### src/rtl/patgen_pkg.sv
package patgen_pkg;

  localparam int CLS_ZERO = 0;
  localparam int CLS_ONE  = 1;
  localparam int CLS_CHK  = 2;
  localparam int CLS_RND  = 3;

  // Alternating bit pattern: phase 0 sets odd bits (..1010), phase 1 even bits.
  function automatic logic [63:0] alt_bits(input int width, input logic phase);
    logic [63:0] v;
    v = '0;
    for (int i = 0; i < width; i++) begin
      v[i] = ((i % 2) == 1) ^ phase;
    end
    return v;
  endfunction

endpackage

### src/rtl/patgen_rotor.sv
module patgen_rotor #(
  parameter int NCLS = 4
) (
  input  logic            clk,
  input  logic            rst,
  input  logic [NCLS-1:0] en_mask,
  input  logic            step,
  input  logic            restart,
  output logic [NCLS-1:0] cur,
  output logic            wrap,
  output logic            err,
  output logic            mask_zero,
  output logic            clr_tog
);

  logic [NCLS-1:0] above;
  logic [NCLS-1:0] first_above;
  logic [NCLS-1:0] first_any;
  logic            none_above;

  assign mask_zero = (en_mask == '0);

  // Enabled classes strictly above the current one (trial bit shifted left).
  always_comb begin
    logic seen;
    seen  = 1'b0;
    above = '0;
    for (int i = 0; i < NCLS; i++) begin
      above[i] = en_mask[i] & seen;
      seen     = seen | cur[i];
    end
  end

  // Lowest set bit of each candidate set.
  always_comb begin
    logic got_a;
    logic got_b;
    got_a       = 1'b0;
    got_b       = 1'b0;
    first_above = '0;
    first_any   = '0;
    for (int i = 0; i < NCLS; i++) begin
      if (above[i] && !got_a) begin
        first_above[i] = 1'b1;
        got_a          = 1'b1;
      end
      if (en_mask[i] && !got_b) begin
        first_any[i] = 1'b1;
        got_b        = 1'b1;
      end
    end
  end

  assign none_above = (above == '0);
  assign clr_tog    = !mask_zero && (restart || (step && none_above));

  always_ff @(posedge clk) begin
    if (rst) begin
      cur  <= {{(NCLS-1){1'b0}}, 1'b1};
      wrap <= 1'b0;
      err  <= 1'b0;
    end else begin
      wrap <= 1'b0;
      err  <= mask_zero;
      if (!mask_zero) begin
        if (restart) begin
          cur <= first_any;
        end else if (step) begin
          if (none_above) begin
            cur  <= first_any;
            wrap <= 1'b1;
          end else begin
            cur <= first_above;
          end
        end
      end
    end
  end

endmodule

### src/rtl/patgen_lcg.sv
module patgen_lcg #(
  parameter int          W    = 16,
  parameter logic [W-1:0] SEED = 16'h0053,
  parameter logic [W-1:0] INC  = 16'h3619,
  parameter int          SH_A = 2,
  parameter int          SH_B = 11
) (
  input  logic         clk,
  input  logic         rst,
  input  logic         advance,
  input  logic         save,
  input  logic         restore,
  output logic [W-1:0] x_next
);

  logic [W-1:0] x_q;
  logic [W-1:0] ckpt_q;
  logic [W-1:0] x_src;

  assign x_src  = restore ? ckpt_q : x_q;
  // Multiplier 1 + 2^SH_A + 2^SH_B built from adds and shifts.
  assign x_next = x_src + (x_src << SH_A) + (x_src << SH_B) + INC;

  always_ff @(posedge clk) begin
    if (rst) begin
      x_q    <= SEED;
      ckpt_q <= SEED;
    end else begin
      if (save) begin
        ckpt_q <= x_q;
      end
      if (advance) begin
        x_q <= x_next;
      end else if (restore) begin
        x_q <= ckpt_q;
      end
    end
  end

endmodule

### src/rtl/patgen_top.sv
module patgen_top
  import patgen_pkg::*;
#(
  parameter int W    = 16,
  parameter int NCLS = 4
) (
  input  logic            clk,
  input  logic            rst,
  input  logic [NCLS-1:0] cls_en,
  input  logic            word_req,
  input  logic            cls_step,
  input  logic            cls_restart,
  input  logic            rnd_save,
  input  logic            rnd_restore,
  output logic [NCLS-1:0] cls_cur,
  output logic [W-1:0]    word_out,
  output logic            word_vld,
  output logic            cyc_wrap,
  output logic            en_err
);

  localparam logic [63:0] CHK_A_WIDE = alt_bits(W, 1'b0);
  localparam logic [63:0] CHK_B_WIDE = alt_bits(W, 1'b1);
  localparam logic [W-1:0] CHK_A = CHK_A_WIDE[W-1:0];
  localparam logic [W-1:0] CHK_B = CHK_B_WIDE[W-1:0];

  logic         mask_zero;
  logic         clr_tog;
  logic         gen;
  logic         tog_q;
  logic [W-1:0] rnd_word;
  logic [W-1:0] word_d;

  patgen_rotor #(.NCLS(NCLS)) u_rotor (
    .clk       (clk),
    .rst       (rst),
    .en_mask   (cls_en),
    .step      (cls_step),
    .restart   (cls_restart),
    .cur       (cls_cur),
    .wrap      (cyc_wrap),
    .err       (en_err),
    .mask_zero (mask_zero),
    .clr_tog   (clr_tog)
  );

  assign gen = word_req && !mask_zero;

  patgen_lcg #(.W(W)) u_lcg (
    .clk     (clk),
    .rst     (rst),
    .advance (gen && cls_cur[CLS_RND]),
    .save    (rnd_save),
    .restore (rnd_restore),
    .x_next  (rnd_word)
  );

  always_comb begin
    word_d = '0;
    unique case (1'b1)
      cls_cur[CLS_ONE]: word_d = '1;
      cls_cur[CLS_CHK]: word_d = tog_q ? CHK_B : CHK_A;
      cls_cur[CLS_RND]: word_d = rnd_word;
      default:          word_d = '0;
    endcase
  end

  always_ff @(posedge clk) begin
    if (rst) begin
      tog_q    <= 1'b0;
      word_out <= '0;
      word_vld <= 1'b0;
    end else begin
      word_vld <= gen;
      if (gen) begin
        word_out <= word_d;
      end
      if (clr_tog) begin
        tog_q <= 1'b0;
      end else if (gen && cls_cur[CLS_CHK]) begin
        tog_q <= ~tog_q;
      end
    end
  end

endmodule

### config.mk
export PLATFORM = sky130hd
export DESIGN_NAME = patgen_top
export DESIGN_NICKNAME = d
export VERILOG_FILES = /design/src/rtl/patgen_pkg.sv /design/src/rtl/patgen_rotor.sv /design/src/rtl/patgen_lcg.sv /design/src/rtl/patgen_top.sv
export SDC_FILE = /design/constraint.sdc
export NUM_CORES = 1
export LEC_CHECK = 0
export BUFFER_PORTS_ARGS = -buffer_cell sky130_fd_sc_hd__buf_2
export CAP_MARGIN = 20
export CORE_UTILIZATION = 36
export CTS_BUF_LIST = sky130_fd_sc_hd__clkbuf_8
export DETAILED_ROUTE_END_ITERATION = 8
export PLACE_DENSITY = 0.6
export SETUP_SLACK_MARGIN = 0.4
export SYNTH_ARGS = -nofsm -noshare
export SYNTH_HDL_FRONTEND = slang
export SYNTH_HIERARCHICAL = 1
export SYNTH_SLANG_ARGS = --single-unit
### constraint.sdc
create_clock -name clk -period 7.1 [get_ports clk]
set_input_delay 1.42 -clock clk [delete_from_list [all_inputs] [get_ports clk]]
set_output_delay 1.42 -clock clk [all_outputs]
set_load 0.05 [all_outputs]
# Word-level counts from Yosys, hierarchy flattened
# Cells that the tools add are included.
# classes
addsub	3
muxes	18
bitwise	8
reduce_logical	23
# ops
cell	n
$mux W16	3
$pmux W16 S3	1
$add A16 B16 Y16	2
$add A16 B14 Y16 const B	1
$mux W4	3
$mux W1	11
$logic_and A1 B1 Y1	10
$logic_not A4 Y1	2
$logic_not A1 Y1	6
$reduce_or A4 Y1	1
$and A1 B1 Y1	3
$not A1 Y1	3
$or A1 B1 Y1	2
$reduce_and A2 Y1	1
$reduce_bool A2 Y1	1
$reduce_or A2 Y1	1
$logic_or A1 B1 Y1	1
# word_totals
regBits	56
inputBits	11
output_inout_bits	23

# Longest topological paths before layout
# Gate-level depths: netlist of run 1.
# depth
depth_word	13
depth_mapped	16
mapped_depth_nobuf	13

# Cells and area by module
# Netlist of run 1, hierarchy kept.
# by_module_without_submodules
module	n_inst	cells_each	area_each_um2
patgen_lcg	1	280	2492.4
patgen_top	1	66	804.5
patgen_rotor	1	43	381.6

# Least setup slack after synthesis of run 1
# Ideal clock, no wire load.
# synth_timing
path_kind	input -> register
startpoint	in rnd_restore
endpoint	reg word_out[15]
setup_ps	128
t_arrival_ps	4335
required_ps	6972
path_slack_ps	2637
path_stages	15
path_buffers	3
cell_sequence	buf_6 > buf_2 > mux2i_1 > fa_1 > inv_1 > fa_1 > ha_1 > buf_2 > a21oi_1 > o21ai_0 > nor3_1 > nor2_1 > xor2_1 > a221oi_1 > o2bb2ai_1
# synth_between
elab_chain_len	5
# synth_rtl
element	line	source
start, declared	patgen_top.sv:14	input logic rnd_restore,
$mux W16 *	-	
$add A16 B16 Y16	patgen_lcg.sv:22	assign x_next = x_src + (x_src << SH_A) + (x_src << SH_B) + INC;
$add A16 B16 Y16 *	patgen_lcg.sv:22	
$add A16 B14 Y16 *	patgen_lcg.sv:22	
via rnd_word[15]	patgen_top.sv:31	logic [W-1:0] rnd_word;
$pmux W16 S3 *	patgen_top.sv:60	unique case (1'b1)
end signal, assigned	patgen_top.sv:76	word_out <= word_d;
end, declared	patgen_top.sv:16	output logic [W-1:0] word_out,
# The timed path passes the listed nets; every way through them passes the cells marked *.
# A chain may end at the register's enable or synchronous reset.

# Worst setup path in the final report of run 1
# Same ends and word-level chain as after synthesis.

==> results of run 1 <==
## flip-flops by register name, indices dropped and copies added, names as in the netlist
name	flops
word_vld	1
u_rotor/cur	4
u_lcg/x_q	16
u_rotor/wrap	1
u_rotor/err	1
tog_q	1
word_out	16
u_lcg/ckpt_q	16
## cells in the final DEF (no fill, tap or decap), types with 4 or more instances in the layout
master | synthesis | final
mux2_2 | 6 | 6
inv_1 | 28 | 28
nor2_1 | 36 | 36
o21ai_1 | 5 | 5
nand2b_1 | 4 | 4
nand3_1 | 4 | 4
clkbuf_8 | 0 | 5
a221oi_1 | 8 | 8
dfxtp_1 | 56 | 56
o2bb2ai_2 | 10 | 10
nor3_1 | 9 | 9
nor2b_1 | 5 | 5
o2bb2ai_1 | 9 | 9
fa_1 | 4 | 4
nand2_1 | 14 | 14
mux2i_1 | 21 | 21
buf_2 | 9 | 33
xor2_1 | 4 | 4
a21oi_1 | 23 | 23
xnor2_1 | 14 | 14
a211o_1 | 6 | 6
ha_1 | 35 | 35
## report_power, final
part	leakage (nW)	switching, mW	internal (mW)
clock	0.0463	0.115	0.0728
sequential	0.454	0.00973	0.323
combinational	1.22	0.107	0.0600
## logic make-up after synthesis
| logic type | synth area share, % |
|---|---|
| compound gates | 23.2 |
| fa+ha+maj | 14.1 |
| simple gates | 13.0 |
| flops | 30.5 |
| buf+inv | 6.67 |
| xor+xnor | 4.29 |
| mux | 8.23 |
## per-stage QoR
| step | hold slack, ns | utilization [%] | cells | total power [mW] |
|---|---|---|---|---|
| 2_1_floorplan | 0.435 | - | 389 | 0.469 |
| 6_report | 0.468 | 40.5 | 539 | 0.687 |
| 3_3_place_gp | 0.444 | 39.5 | 531 | 0.505 |
| 5_1_grt | 0.487 | 40.5 | 539 | 0.724 |
| 4_1_cts | 0.473 | 40.5 | 539 | 0.694 |
| 3_5_place_dp | 0.441 | 39.5 | 531 | 0.505 |
## cell type report
cell class              instances  area share, %
clock buffers                   5           1.73
inverters                      30           2.83
well taps                     133           4.19
repair buffers                 33           4.16
multi-input cells             279           58.2
flip-flops and latches         56           28.2
clock inverters                 3          0.693
## metal layers
| layer | vias up | GRT usage [%] | share of wire, % |
|---|---|---|---|
| li1 | 1443 | - | - |
| met2 | 111 | 25.0 | 42 |
| met3 | 6 | 2.24 | 6.5 |
| met1 | 1417 | 25.3 | 51 |
| met5 | - | 0 | 0 |
| met4 | 0 | 3.68 | 0.75 |
## worst paths after layout
path,startpoint,cells past startpoint,end
min,word_out[9]$_SDFFE_PP0P_,1,word_out[9]$_SDFFE_PP0P_
max,rnd_restore,13,word_out[15]$_SDFFE_PP0P_
min reg2reg,word_out[9]$_SDFFE_PP0P_,1,word_out[9]$_SDFFE_PP0P_
max reg2reg,u_lcg/ckpt_q[0]$_SDFFE_PP1P_,12,word_out[15]$_SDFFE_PP0P_
==> summary.md, run 1 <==
| Metric | Value |
|---|---|
| Peak VDD IR | `0.0990 mV` |
| Status | `finished, final reports clean` |
| Post-synth net total | `439` |
| Most common cell in the netlist | `dfxtp_1` |
| CP Capture Type | `flop` |
| Setup Viol. Count Final | `0` |
| FP Rows | `36` |
| Pre-antenna DRT Iters | `5` |
| Remaining global-route overflow | `0` |
| Area occupied by registers | `1120 um2` |
| Finished Cell Area | `3970 um2` |
| Starting Density | `37.5%` |
| Post-synth top area cell | `dfxtp_1` |
| Vias in the first global route | `2687` |
| HP Class | `reg2reg` |
| CP startpoint kind | `primary input` |
| Pre-CTS WS | `2.09 ns` |
| Max-Cap Viols | `0` |
| Setup Buffers After CTS | `0` |
| Residual DRC count | `0` |
| RSZ-0062 raised after global routing | `false` |
| Final-report hold violation count | `0` |
| Worst Path Buf+Inv | `2` |
| Syn_area_per_cell | `9.46 um2` |
| Chip Height | `103 um` |
| Seq/Total Area, Yosys | `30.5%` |
| DP Area | `3880 um2` |
| Slew headroom | `36.4%` |
| Die X | `103 um` |
| Area of the multi-input gates | `2310 um2` |
| Fin crit share | `65.7%` |
| Post-synth EDFFs | `0` |
| Top_reg_cell synth | `dfxtp_1` |
| Final #Nets | `455` |
| Final setup TNS | `0 ns` |
| Gpl congestion | `0.971` |
| Core outline area | `9820 um2` |
| Ant diodes | `0` |
| Post-DR wirelength/cell | `15.6 um` |
| Synthesized area | `3680 um2` |
| Area share of the largest cell type after synthesis | `30.5%` |
| 1st-iter DRT viols | `148` |
| F_max | `0.214 GHz` |
| Port-buffer cells | `33` |
| Synth Warn # | `6` |
| Critical path cell sequence | `buf_2 > mux2i_1 > fa_1 > inv_1 > ha_1 > ha_1 > o21ai_1 > a21oi_1 > a211oi_1 > nor2_1 > xor2_1 > a221oi_1 > o2bb2ai_1` |
| PwrDens | `173 nW/um2` |
| Most instantiated cells after synthesis | `dfxtp_1 (56), nor2_1 (36), ha_1 (35)` |
| Slowest CP cell | `mux2i_1` |
| Top cells by area, synth | `dfxtp_1 (30%), ha_1 (12%), mux2i_1 (5.7%)` |
| DRT antenna net count | `0` |
| Leak | `1.72 nW` |
| Worst-path fanout max | `16` |
| Top Family by Delay on Critical Path | `adder cells` |
| CP Data Arrival Time | `4.85 ns` |
| Ys async rst share | `0%` |
| Area growth, synth to finish | `8.03%` |
| CTS tree | `yes` |
| Total track usage | `16.7%` |
| Routed vias | `2977` |
| Post-CTS sizing | `0` |
| Vias/cell | `5.52` |
| IO Count | `34` |
| Largest net degree at the start of global routing | `46` |
| WL final | `8.43 mm` |
| Full die area | `10600 um2` |
| Initial antenna violation count | `0` |
| Max incr delay on CP | `0.60 ns` |
| Clock Skews | `0.0102 ns` |
| WS Path Type | `in2reg` |
| Most Frequent Cell on Critical Path | `ha_1` |
| Hold-fix buffers, CTS | `0` |
| Worst skew pair latency | `0.31 ns` |
| Layout cells sized above 1 | `17.7%` |
| Clock buffer count from CTS | `5` |
| Clock buffer depth | `2` |
| CTS Sinks | `56` |
| Worst Tran Pin Value | `0.954 ns` |
| Final number of max-transition violations | `0` |
| R2r setup slk | `3.71 ns` |
| FILL cells | `1027` |
| Worst EP required | `7.28 ns` |
| First-pass GRT wire length | `13.8 mm` |
| Mapped Cells | `389` |
| Root Driver | `clkbuf_8` |
| Synth Register Bits | `56` |
| Cell variety after synth | `71` |
| DP HPWL | `6.30 mm` |
| Clock transition at path regs | `0.11 ns` |
| Crit path time final | `4.66 ns` |
| Worst setup margin | `2.44 ns` |
| H-tree depth | `2` |
No activity file was read; power rests on OpenSTA's default activity.
==> inputs of run 2 (changes only) <==
Settings changed: ABC_AREA set to 1, PLACE_DENSITY 0.6 to 0.62.
Clock period 7.1 ns to 4.1 ns, I/O delays scaled along.
==> run 2 against run 1 <==
Net effect:
- global-route usage is 0.76 points higher
- worst setup slack worse by 1.8 ns
- final cell count is 39% higher
- flip-flop and latch count stayed put
- power is 120% higher
- synthesized cell count is 51% higher
- critical path depth is 4 higher
- sequential share of layout area is 1.4 points lower
- critical path type unchanged
- critical endpoint is now word_out[14]$_SDFFE_PP0P_
==> summary.md, run 2 <==
| Metric | Value |
|---|---|
| DRT antenna net count | `0` |
| Max-Cap Viols | `0` |
| F_max | `0.293 GHz` |
| Worst EP required | `4.34 ns` |
| CTS tree | `yes` |
| Worst Tran Pin Value | `0.790 ns` |
| Largest net degree at the start of global routing | `30` |
| Most Frequent Cell on Critical Path | `nand2_1` |
| Final setup TNS | `0 ns` |
| Post-DR wirelength/cell | `12.5 um` |
| First-pass GRT wire length | `15.7 mm` |
| WS Path Type | `in2reg` |
| Total track usage | `17.5%` |
| Slew headroom | `47.3%` |
| Port-buffer cells | `33` |
| Tot Pwr | `1.48 mW` |
| Worst R2R End | `word_out[14]$_SDFFE_PP0P_` |
| Post-synth top area cell | `dfxtp_1` |
| Vias/cell | `4.81` |
| Fin crit share | `83.4%` |
| HP Start | `word_out[5]$_SDFFE_PP0P_` |
| Final-report hold violation count | `0` |
| Simple-gate portion of the synthesized area | `33.8%` |
| CP Data Arrival Time | `3.66 ns` |
| Post-synthesis mux area share | `0.518%` |
| CP startpoint kind | `primary input` |
| CTS Sinks | `56` |
| Reg2Reg Launch Point | `u_lcg/ckpt_q[2]$_SDFFE_PP0P_` |
| Root Driver | `clkbuf_8` |
| CP Capture Type | `flop` |
| Ant diodes | `0` |
| Most frequent cells in the layout | `nand2_1 (204), inv_1 (87), dfxtp_1 (56)` |
| Most common cell after layout, fill and taps aside | `nand2_1` |
| HP Class | `reg2reg` |
| Synth Warn # | `6` |
| Max incr delay on CP | `0.51 ns` |
| Chip Height | `106 um` |
| Post-synth EDFFs | `0` |
| Die X | `106 um` |
| Seq/Total Area, Yosys | `29.0%` |
| IO Count | `34` |
| PwrDens | `354 nW/um2` |
| Most common cell in the netlist | `nand2_1` |
| Final #Nets | `661` |
| Min-Delay Path Depth | `2` |
| Final Core Density | `40.3%` |
| Final number of max-transition violations | `0` |
| Leak | `2.33 nW` |
| Cell variety after synth | `39` |
| Gpl congestion | `0.873` |
| Clock buffer depth | `2` |
| Area growth, synth to finish | `8.16%` |
| Post-Synth XOR/XNOR Area | `1.33%` |
| Peak VDD IR | `0.156 mV` |
| Area share of the largest cell type after synthesis | `29.0%` |
| Worst-path fanout max | `19` |
| Layout cells sized above 1 | `11.1%` |
| Routed vias | `3596` |
| Full die area | `11200 um2` |
| Synth Register Bits | `56` |
| Worst Hold Endpoint | `word_out[5]$_SDFFE_PP0P_` |
| Top cells by area, synth | `dfxtp_1 (29%), nand2_1 (20%), ha_1 (11%)` |
| Slowest CP cell | `fa_1` |
| Compound-Gate Fraction of Synth Area | `9.65%` |
| Mapped Cells | `588` |
| H-tree depth | `2` |
| DP HPWL | `7.34 mm` |
| R2r setup slk | `1.15 ns` |
| Status | `finished, final reports clean` |
| Most instantiated cells after synthesis | `nand2_1 (204), inv_1 (86), dfxtp_1 (56)` |
| Top_reg_cell synth | `dfxtp_1` |
| Clock transition at path regs | `0.09 ns` |
| Remaining global-route overflow | `0` |
| Post-Synth Adder-Cell Area | `13.4%` |
| FF-to-FF path depth | `15` |
| Post-synth net total | `638` |
| Worst skew pair latency | `0.32 ns` |
| Setup Viol. Count Final | `0` |
| WL final | `9.32 mm` |
| Biggest regs | `u_lcg/ckpt_q x16, u_lcg/x_q x16, word_out x16` |
| Crit path time final | `3.42 ns` |
| Starting Density | `37.3%` |
| RSZ-0062 raised after global routing | `false` |
| Synthesized area | `3860 um2` |
| Pre-antenna DRT Iters | `4` |
| Ys async rst share | `0%` |
| Initial antenna violation count | `0` |
| Vias in the first global route | `3326` |
| Clock buffer count from CTS | `5` |
| Clock Skews | `0.0110 ns` |
| Residual DRC count | `0` |
| Main combinational cell family by area after synthesis | `simple AND/OR/NAND/NOR gates` |
| Syn_area_per_cell | `6.57 um2` |
| Core outline area | `10400 um2` |
| Critical path cell sequence | `buf_6 > inv_4 > nand2_1 > nand2_1 > inv_1 > ha_1 > fa_1 > inv_1 > ha_1 > a21oi_1 > a21boi_0 > nand3_1 > nand2_1 > nand2_1 > nand3_1 > nand2_1 > a21oi_1` |
| 1st-iter DRT viols | `166` |
| FP Rows | `37` |
==> run 2: power breakdown <==
part / switching, mW / internal [mW] / total, mW / leakage [nW]
registers: 0.0206 / 0.577 / 0.597 / 0.459
logic: 0.395 / 0.187 / 0.582 / 1.82
clock network: 0.183 / 0.120 / 0.303 / 0.0497
total: 0.598 / 0.884 / 1.48 / 2.33
==> run 2: area by class of cell <==
cell class | instances | area, um2
Fill cell | 1140 | 6190
Timing Repair Buffer | 35 | 186
Sequential cell | 56 | 1120
Inverter | 91 | 344
Multi-Input combinational cell | 422 | 2270
Clock inverter | 3 | 17.5
Tap cell | 136 | 170
Clock buffer | 5 | 68.8
==> run 2: how the worst max path moves through the flow <==
| stage | end | slack, ns | from | cells after the start |
|---|---|---|---|---|
| floorplan | word_out[15]$_SDFFE_PP0P_ | 0.58 | rnd_restore | 18 |
| global placement | word_out[14]$_SDFFE_PP0P_ | 0.18 | rnd_restore | 14 |
| detailed placement | word_out[14]$_SDFFE_PP0P_ | 0.10 | rnd_restore | 14 |
| CTS | word_out[14]$_SDFFE_PP0P_ | 0.42 | rnd_restore | 14 |
| global route | word_out[15]$_SDFFE_PP0P_ | 0.41 | rnd_restore | 21 |
| finish | word_out[14]$_SDFFE_PP0P_ | 0.68 | rnd_restore | 17 |
==> run 2: what timing repair did <==
item | 4_1_cts | 5_1_grt
hold buffers | 0 | 0
hold endpoints to repair | 0 | 0
endpoints found under the setup margin | 0 | 6
gates resized for setup | 0 | 4
buffers inserted | 0 | 0
==> run 2: critical path, delay by kind of cell <==
family	cells	cell delay (ns)
simple gates	7	0.67
compound gates	3	0.54
fa+ha+maj	3	1.20
buf+inv	4	0.44
==> run 2: cells by family (layout without fill, tap and decap cells) <==
| kind of cell | after synthesis | count (layout) |
|---|---|---|
| AND/OR/NAND/NOR | 310 | 310 |
| AO/OA/AOI/OAI | 66 | 66 |
| adder cells (fa/ha/maj) | 39 | 39 |
| multiplexers | 2 | 2 |
| XOR/XNOR | 5 | 5 |
| buffers and inverters | 110 | 134 |
| flip-flops | 56 | 56 |
==> run 2: stage by stage <==
stage	cell area [um2]	setup WS (ns)	cells	hold slack (ns)
2_1_floorplan	3860	0.584	588	0.421
3_3_place_gp	4080	0.184	740	0.444
3_5_place_dp	4080	0.100	740	0.446
4_1_cts	4170	0.420	748	0.470
5_1_grt	4180	0.411	748	0.497
6_report	4180	0.682	748	0.467
==> run 2: per-layer routing <==
| metal | part of all wire [%] | up-vias | GRT usage, % |
|---|---|---|---|
| met4 | 0.90 | 0 | 4.76 |
| met1 | 49 | 1659 | 23.2 |
| li1 | - | 1882 | - |
| met5 | 0 | - | 0 |
| met2 | 47 | 47 | 29.3 |
| met3 | 2.7 | 8 | 2.72 |
